==> src/rtl/dexu_pkg.sv <==
package dexu_pkg;

  localparam int INSTR_W = 32;
  localparam int DATA_W  = 32;
  localparam int REG_AW  = 5;
  localparam int OP_W    = 6;
  localparam int IMM16_W = 16;
  localparam int IMM5_W  = 5;

  // Field positions of the fixed instruction layouts
  localparam int RA_LSB    = 27;
  localparam int RB_LSB    = 22;
  localparam int RC_LSB    = 17;
  localparam int IMM16_LSB = 6;
  localparam int OPX_LSB   = 11;
  localparam int IMM5_LSB  = 6;

  // Major opcodes
  localparam logic [OP_W-1:0] OPC_CALL  = 6'h00;
  localparam logic [OP_W-1:0] OPC_ADDI  = 6'h04;
  localparam logic [OP_W-1:0] OPC_ORHI  = 6'h34;
  localparam logic [OP_W-1:0] OPC_REG   = 6'h3A;

  // Sub-opcodes of the register form
  localparam logic [OP_W-1:0] SUB_ADD  = 6'h31;
  localparam logic [OP_W-1:0] SUB_SUB  = 6'h39;
  localparam logic [OP_W-1:0] SUB_SLLI = 6'h12;
  localparam logic [OP_W-1:0] SUB_SLL  = 6'h13;
  localparam logic [OP_W-1:0] SUB_SRLI = 6'h1A;
  localparam logic [OP_W-1:0] SUB_SRL  = 6'h1B;
  localparam logic [OP_W-1:0] SUB_SRAI = 6'h3A;
  localparam logic [OP_W-1:0] SUB_SRA  = 6'h3B;
  localparam logic [OP_W-1:0] SUB_ROLI = 6'h02;
  localparam logic [OP_W-1:0] SUB_ROL  = 6'h03;
  localparam logic [OP_W-1:0] SUB_ROR  = 6'h0B;

  typedef enum logic [1:0] {
    FMT_IMM  = 2'd0,
    FMT_REG  = 2'd1,
    FMT_JMP  = 2'd2,
    FMT_UNKN = 2'd3
  } fmt_e;

  typedef enum logic [2:0] {
    K_NONE  = 3'd0,
    K_ADD   = 3'd1,
    K_SUB   = 3'd2,
    K_ADDI  = 3'd3,
    K_ORHI  = 3'd4,
    K_SHIFT = 3'd5
  } kind_e;

  typedef enum logic [2:0] {
    SH_LLEFT  = 3'd0,
    SH_LRIGHT = 3'd1,
    SH_ARIGHT = 3'd2,
    SH_ROLEFT = 3'd3,
    SH_RORGHT = 3'd4
  } shmode_e;

  typedef struct packed {
    fmt_e                 fmt;
    kind_e                kind;
    shmode_e              shmode;
    logic                 amt_from_reg;
    logic                 legal;
    logic                 writes;
    logic [REG_AW-1:0]    dest;
    logic [IMM16_W-1:0]   imm16;
    logic [IMM5_W-1:0]    imm5;
  } decoded_t;

endpackage

==> src/rtl/dexu_decode.sv <==
module dexu_decode
  import dexu_pkg::*;
(
  input  logic [INSTR_W-1:0] instr,
  output decoded_t           dec
);

  logic [OP_W-1:0]   op;
  logic [OP_W-1:0]   opx;
  logic [REG_AW-1:0] f_rb;
  logic [REG_AW-1:0] f_rc;

  assign op   = instr[OP_W-1:0];
  assign opx  = instr[OPX_LSB +: OP_W];
  assign f_rb = instr[RB_LSB +: REG_AW];
  assign f_rc = instr[RC_LSB +: REG_AW];

  always_comb begin
    dec              = '0;
    dec.imm16        = instr[IMM16_LSB +: IMM16_W];
    dec.imm5         = instr[IMM5_LSB +: IMM5_W];
    dec.kind         = K_NONE;
    dec.shmode       = SH_LLEFT;
    dec.amt_from_reg = 1'b0;
    unique case (op)
      OPC_CALL: begin
        dec.fmt   = FMT_JMP;
        dec.legal = 1'b1;
      end
      OPC_ADDI: begin
        dec.fmt    = FMT_IMM;
        dec.kind   = K_ADDI;
        dec.legal  = 1'b1;
        dec.writes = 1'b1;
        dec.dest   = f_rb;
      end
      OPC_ORHI: begin
        dec.fmt    = FMT_IMM;
        dec.kind   = K_ORHI;
        dec.legal  = 1'b1;
        dec.writes = 1'b1;
        dec.dest   = f_rb;
      end
      OPC_REG: begin
        dec.fmt    = FMT_REG;
        dec.legal  = 1'b1;
        dec.writes = 1'b1;
        dec.dest   = f_rc;
        dec.kind   = K_SHIFT;
        unique case (opx)
          SUB_ADD:  dec.kind = K_ADD;
          SUB_SUB:  dec.kind = K_SUB;
          SUB_SLLI: dec.shmode = SH_LLEFT;
          SUB_SLL:  begin dec.shmode = SH_LLEFT;  dec.amt_from_reg = 1'b1; end
          SUB_SRLI: dec.shmode = SH_LRIGHT;
          SUB_SRL:  begin dec.shmode = SH_LRIGHT; dec.amt_from_reg = 1'b1; end
          SUB_SRAI: dec.shmode = SH_ARIGHT;
          SUB_SRA:  begin dec.shmode = SH_ARIGHT; dec.amt_from_reg = 1'b1; end
          SUB_ROLI: dec.shmode = SH_ROLEFT;
          SUB_ROL:  begin dec.shmode = SH_ROLEFT; dec.amt_from_reg = 1'b1; end
          SUB_ROR:  begin dec.shmode = SH_RORGHT; dec.amt_from_reg = 1'b1; end
          default: begin
            dec.kind   = K_NONE;
            dec.legal  = 1'b0;
            dec.writes = 1'b0;
            dec.dest   = '0;
          end
        endcase
      end
      default: begin
        dec.fmt = FMT_UNKN;
      end
    endcase
  end

  // A decoded writer always has a real operation behind it
  always_comb begin
    if (dec.writes)
      assert_writer_has_op_R11: assert (dec.legal && dec.kind != K_NONE);
  end

endmodule

==> src/rtl/dexu_shifter.sv <==
module dexu_shifter
  import dexu_pkg::*;
#(
  parameter int WIDTH = 32,
  localparam int AMT_W = $clog2(WIDTH)
) (
  input  logic [WIDTH-1:0] din,
  input  logic [AMT_W-1:0] amt,
  input  shmode_e          mode,
  output logic [WIDTH-1:0] dout
);

  logic [WIDTH-1:0] stg [AMT_W+1];

  assign stg[0] = din;

  for (genvar k = 0; k < AMT_W; k++) begin : g_stage
    localparam int D = 1 << k;
    logic [WIDTH-1:0] moved;
    always_comb begin
      unique case (mode)
        SH_LLEFT:  moved = {stg[k][WIDTH-1-D:0], {D{1'b0}}};
        SH_LRIGHT: moved = {{D{1'b0}}, stg[k][WIDTH-1:D]};
        SH_ARIGHT: moved = {{D{stg[k][WIDTH-1]}}, stg[k][WIDTH-1:D]};
        SH_ROLEFT: moved = {stg[k][WIDTH-1-D:0], stg[k][WIDTH-1:WIDTH-D]};
        default:   moved = {stg[k][D-1:0], stg[k][WIDTH-1:D]};
      endcase
    end
    assign stg[k+1] = amt[k] ? moved : stg[k];
  end

  assign dout = stg[AMT_W];

  always_comb begin
    if (amt == '0)
      assert_zero_amount_passes_R8: assert (dout == din);
    if (mode == SH_ROLEFT || mode == SH_RORGHT)
      assert_rotate_keeps_bits_R10: assert ($countones(dout) == $countones(din));
  end

endmodule

==> src/rtl/dexu_alu.sv <==
module dexu_alu
  import dexu_pkg::*;
#(
  parameter int WIDTH = 32,
  localparam int AMT_W = $clog2(WIDTH)
) (
  input  decoded_t         dec,
  input  logic [WIDTH-1:0] opa,
  input  logic [WIDTH-1:0] opb,
  output logic [WIDTH-1:0] result
);

  logic [WIDTH-1:0] imm_sext;
  logic [WIDTH-1:0] imm_high;
  logic [AMT_W-1:0] sh_amt;
  logic [WIDTH-1:0] sh_out;

  assign imm_sext = {{(WIDTH-IMM16_W){dec.imm16[IMM16_W-1]}}, dec.imm16};
  assign imm_high = {dec.imm16, {(WIDTH-IMM16_W){1'b0}}};
  assign sh_amt   = dec.amt_from_reg ? opb[AMT_W-1:0] : dec.imm5[AMT_W-1:0];

  dexu_shifter #(.WIDTH(WIDTH)) u_shift (
    .din  (opa),
    .amt  (sh_amt),
    .mode (dec.shmode),
    .dout (sh_out)
  );

  always_comb begin
    unique case (dec.kind)
      K_ADD:   result = opa + opb;
      K_SUB:   result = opa - opb;
      K_ADDI:  result = opa + imm_sext;
      K_ORHI:  result = opa | imm_high;
      K_SHIFT: result = sh_out;
      default: result = '0;
    endcase
  end

  always_comb begin
    if (dec.kind == K_ORHI)
      assert_orhi_low_half_kept_R7: assert (result[IMM16_W-1:0] == opa[IMM16_W-1:0]);
  end

endmodule

==> src/rtl/dexu_core.sv <==
module dexu_core
  import dexu_pkg::*;
(
  input  logic                 clk,
  input  logic                 rst,
  input  logic                 in_valid,
  input  logic [INSTR_W-1:0]   in_instr,
  input  logic [DATA_W-1:0]    in_opa,
  input  logic [DATA_W-1:0]    in_opb,
  output logic                 out_valid,
  output logic [1:0]           out_fmt,
  output logic [REG_AW-1:0]    out_dest,
  output logic [DATA_W-1:0]    out_result,
  output logic                 out_we,
  output logic                 out_illegal
);

  decoded_t          dec;
  logic [DATA_W-1:0] alu_res;

  dexu_decode u_dec (
    .instr (in_instr),
    .dec   (dec)
  );

  dexu_alu #(.WIDTH(DATA_W)) u_alu (
    .dec    (dec),
    .opa    (in_opa),
    .opb    (in_opb),
    .result (alu_res)
  );

  always_ff @(posedge clk) begin
    if (rst) begin
      out_valid   <= 1'b0;
      out_fmt     <= 2'd0;
      out_dest    <= '0;
      out_result  <= '0;
      out_we      <= 1'b0;
      out_illegal <= 1'b0;
    end else begin
      out_valid   <= in_valid;
      out_we      <= in_valid && dec.legal && dec.writes && (dec.dest != '0);
      out_illegal <= in_valid && !dec.legal;
      if (in_valid) begin
        out_fmt    <= dec.fmt;
        out_dest   <= dec.legal ? dec.dest : '0;
        out_result <= dec.legal ? alu_res : '0;
      end
    end
  end

  assert_one_cycle_latency_R2: assert property (@(posedge clk) disable iff (rst)
    in_valid |=> out_valid);

  assert_idle_is_quiet_R2: assert property (@(posedge clk) disable iff (rst)
    !out_valid |-> (!out_we && !out_illegal));

  assert_illegal_blocks_write_R11: assert property (@(posedge clk) disable iff (rst)
    out_illegal |-> (!out_we && out_result == '0 && out_dest == '0));

  assert_r0_never_written_R12: assert property (@(posedge clk) disable iff (rst)
    out_we |-> (out_dest != '0));

  assert_call_writes_nothing_R3: assert property (@(posedge clk) disable iff (rst)
    (out_valid && out_fmt == 2'd2) |-> (!out_we && !out_illegal));

  assert_unknown_fmt_illegal_R3: assert property (@(posedge clk) disable iff (rst)
    (out_valid && out_fmt == 2'd3) |-> out_illegal);

endmodule

==> config.mk <==
export PLATFORM = sky130hd
export DESIGN_NAME = dexu_core
export DESIGN_NICKNAME = d
export VERILOG_FILES = /design/src/rtl/dexu_pkg.sv /design/src/rtl/dexu_decode.sv /design/src/rtl/dexu_shifter.sv /design/src/rtl/dexu_alu.sv /design/src/rtl/dexu_core.sv
export SDC_FILE = /design/constraint.sdc
export NUM_CORES = 1
export LEC_CHECK = 0
export ABC_AREA = 1
export BUFFER_PORTS_ARGS = -buffer_cell sky130_fd_sc_hd__buf_2
export CORE_AREA = 2 2 205 106
export CTS_CLUSTER_DIAMETER = 50
export CTS_CLUSTER_SIZE = 30
export DETAILED_ROUTE_END_ITERATION = 6
export DIE_AREA = 0 0 207 108
export PLACE_DENSITY = 0.76
export SLEW_MARGIN = 5
export SYNTH_ARGS = -nofsm -noshare
export SYNTH_HDL_FRONTEND = slang
export SYNTH_SLANG_ARGS = --single-unit
==> constraint.sdc <==
create_clock -name clk -period 3.7 [get_ports clk]
set_input_delay 0.185 -clock clk [delete_from_list [all_inputs] [get_ports clk]]
set_output_delay 0.185 -clock clk [all_outputs]
set_load 0.02 [all_outputs]
==> flow_summary.ini <==
[synth]
synth_compound_area_share_pct = 16.2
synth_nets = 1901
synth_top_family_by_area = simple AND/OR/NAND/NOR gates
postSynthCellCount = 1769
synth.ff_latch_count = 42
synth_mux_area_share_pct = 0
synth_async_sr_flop_share_pct = 0
synth-main-ff-cell = dfxtp_1
synth-simple-area-share_pct = 56.0
synthDistinctLibCells = 52
synth_xor_xnor_area_share_pct = 2.29
seq_area_frac_synth_pct = 9.17
synthAdderAreaFrac_pct = 4.59
yosysWarningCount = 0
synth_edf_count = 0
syn_area_um2 = 9170
avgSynthCellArea_um2 = 5.18

[detailed_routing]
ant_nets = 0
drt_iter0_markers = 1842
firstDrtPassIters = 6
wl_per_cell_um = 18.7
drc = 0
via_per_inst = 6.05
routed_wl_um = 42800
vias = 13800

[timing]
worst_slew_pin_slew_ps = 1230
fin_tns_setup_ps = -1930
clock-skew-final_ps = 0
hold_viol = 0
setup_viol = 12
period_minus_slack_ps = 3990
clock.fmax_mhz = 251
worst_slack_ps = -286
slew_violations = 0
max-slew-margin-rel_pct = 18.2
finalCritPeriodShare_pct = 108
finalHoldWorstSlack_ps = 310
rsz0062_at_grt = true

[setup_path]
start_kind = input pin
slowest_delay_ps = 310
path_class = input pin to flop
slowest_stage = ha_2
path_max_fanout = 4
worst_ep_arrival_time_ps = 4120
required_ps = 3830
crit_path_end_kind = flop
crit_top_cell = o21ai_0

[clocking]
insertion_delay_ps = 280
cts.htree.levels = 2
clockRootBuffer = clkbuf_16
cts_tree = yes
numCtsBuffers = 5
clockBufferDepth = 2
clk_pin_slew_worst_paths_ps = 60
clock-sinks = 42

[global_routing]
antenna_found_initial = 0
grt_pass1_vias = 12300
grt_start_max_net_pins = 70
grt_pass1_wl_um = 62600
grt.overflow.total = 0
grt_util_all_layers_pct = 34.9

[final_layout]
synthToLayoutAreaGrowth_pct = 30.9
layout_commonest_cell = nand2_1
final_cells = 2283
drive_gt1_share_pct = 25.2
final_area_um2 = 12000
multi_input_area_um2 = 7900
final_nets = 2140
fillCellCount = 1957
final_util_pct = 58.9
regArea_um2 = 841
final_cell_mix = 527 x nand2_1, 409 x nand3_1, 177 x buf_4

[floorplan]
fp.dieArea_um2 = 22400
start_util_pct = 45.0
coreArea_um2 = 20400
die_w_um = 207
io_pins = 141
num_rows = 37
chipHeight_um = 108

[power_and_ir_drop]
power.density_nw_per_um2 = 185
p_leak_nw = 6.23
ir_drop_mv = 0.226
power_mw = 2.22

[flow_run]
drv_cap = 0

[placed_design]
globalplace.congestion = 1.08
placedInstanceArea_um2 = 11100
dp_hpwl_um = 31800
pre_cts_slack_ps = -506
placed_cells_incl_taps = 2255
portBuffers = 135

[run_status]
violations = setup timing
status = complete, but fails checks

[worst_hold_path]
hold_class = input pin to flop
==> power breakdown <==
group	internal, mW	switching [mW]
logic	0.516	0.810
registers	0.458	0.00275
clock network	0.267	0.169
total	1.24	0.982
==> flip-flops by register name, indices dropped and copies added (netlist names) <==
| signal | count |
|---|---|
| out_result | 32 |
| out_dest | 5 |
| out_fmt | 2 |
| out_illegal | 1 |
| out_valid | 1 |
| out_we | 1 |
==> cell type report <==
cell class	count	share of cell area, %
Multi-Input combinational cell	1479	65.8
Antenna cell	1	0.0209
Tap cell	273	2.85
Clock inverter	2	0.104
Timing Repair Buffer	323	18.0
Clock buffer	6	1.16
Inverter	157	5.00
Sequential cell	42	7.01
==> metal layers <==
layer  global-route usage [%]  part of all wire [%]  up-vias
met3                     10.9                    14      269
met2                     54.8                    42     1003
met1                     42.5                    37     6113
li1                         -                     -     6423
met4                     21.0                   7.4        0
met5                        0                     0        -
==> final timing paths <==
path | depth (start not counted) | to | start | slack (ps)
hold / removal | 5 | out_dest[2]$_SDFFE_PP0P_ | in_instr[24] | 310
hold reg to reg | 2 | out_result[20]$_SDFFE_PP0P_ | out_result[20]$_SDFFE_PP0P_ | 460
setup / recovery | 30 | out_result[26]$_SDFFE_PP0P_ | in_opb[1] | -290
setup reg to reg | 2 | out_result[3]$_SDFFE_PP0P_ | out_result[3]$_SDFFE_PP0P_ | 2950
==> synthesized netlist by cell type, types with 12 or more instances <==
library cell / count / area [µm²]
a21oi_1: 133 / 666
buf_2: 22 / 110
buf_4: 12 / 90.1
clkbuf_1: 40 / 150
dfxtp_1: 42 / 841
ha_1: 32 / 400
inv_1: 147 / 552
nand2_1: 545 / 2050
nand3_1: 418 / 2090
nand4_1: 15 / 93.8
nor2_1: 112 / 420
o21ai_0: 67 / 335
o21ai_1: 12 / 60.1
or2_2: 13 / 81.3
xor2_1: 17 / 149
==> worst max-delay path, delay by kind of cell <==
kind                       cells  cell delay, ps
and+or+nand+nor               13            1630
AOI/OAI and AO/OA              8            1240
buffers and inverters          7             600
adders and majority gates      2             450
==> cell families after synthesis <==
kind of cell / after synthesis
fa+ha+maj: 33
flops: 42
buf+inv: 248
compound gates: 266
simple gates: 1156
xor+xnor: 24
==> repair_timing <==
action	4_1_cts	5_1_grt
endpoints found under the setup margin	11	16
hold buffers	0	0
buffers inserted	4	15
pin swaps	10	57
gates resized for setup	28	128
Note: power is estimated with default switching activity, not from simulation.
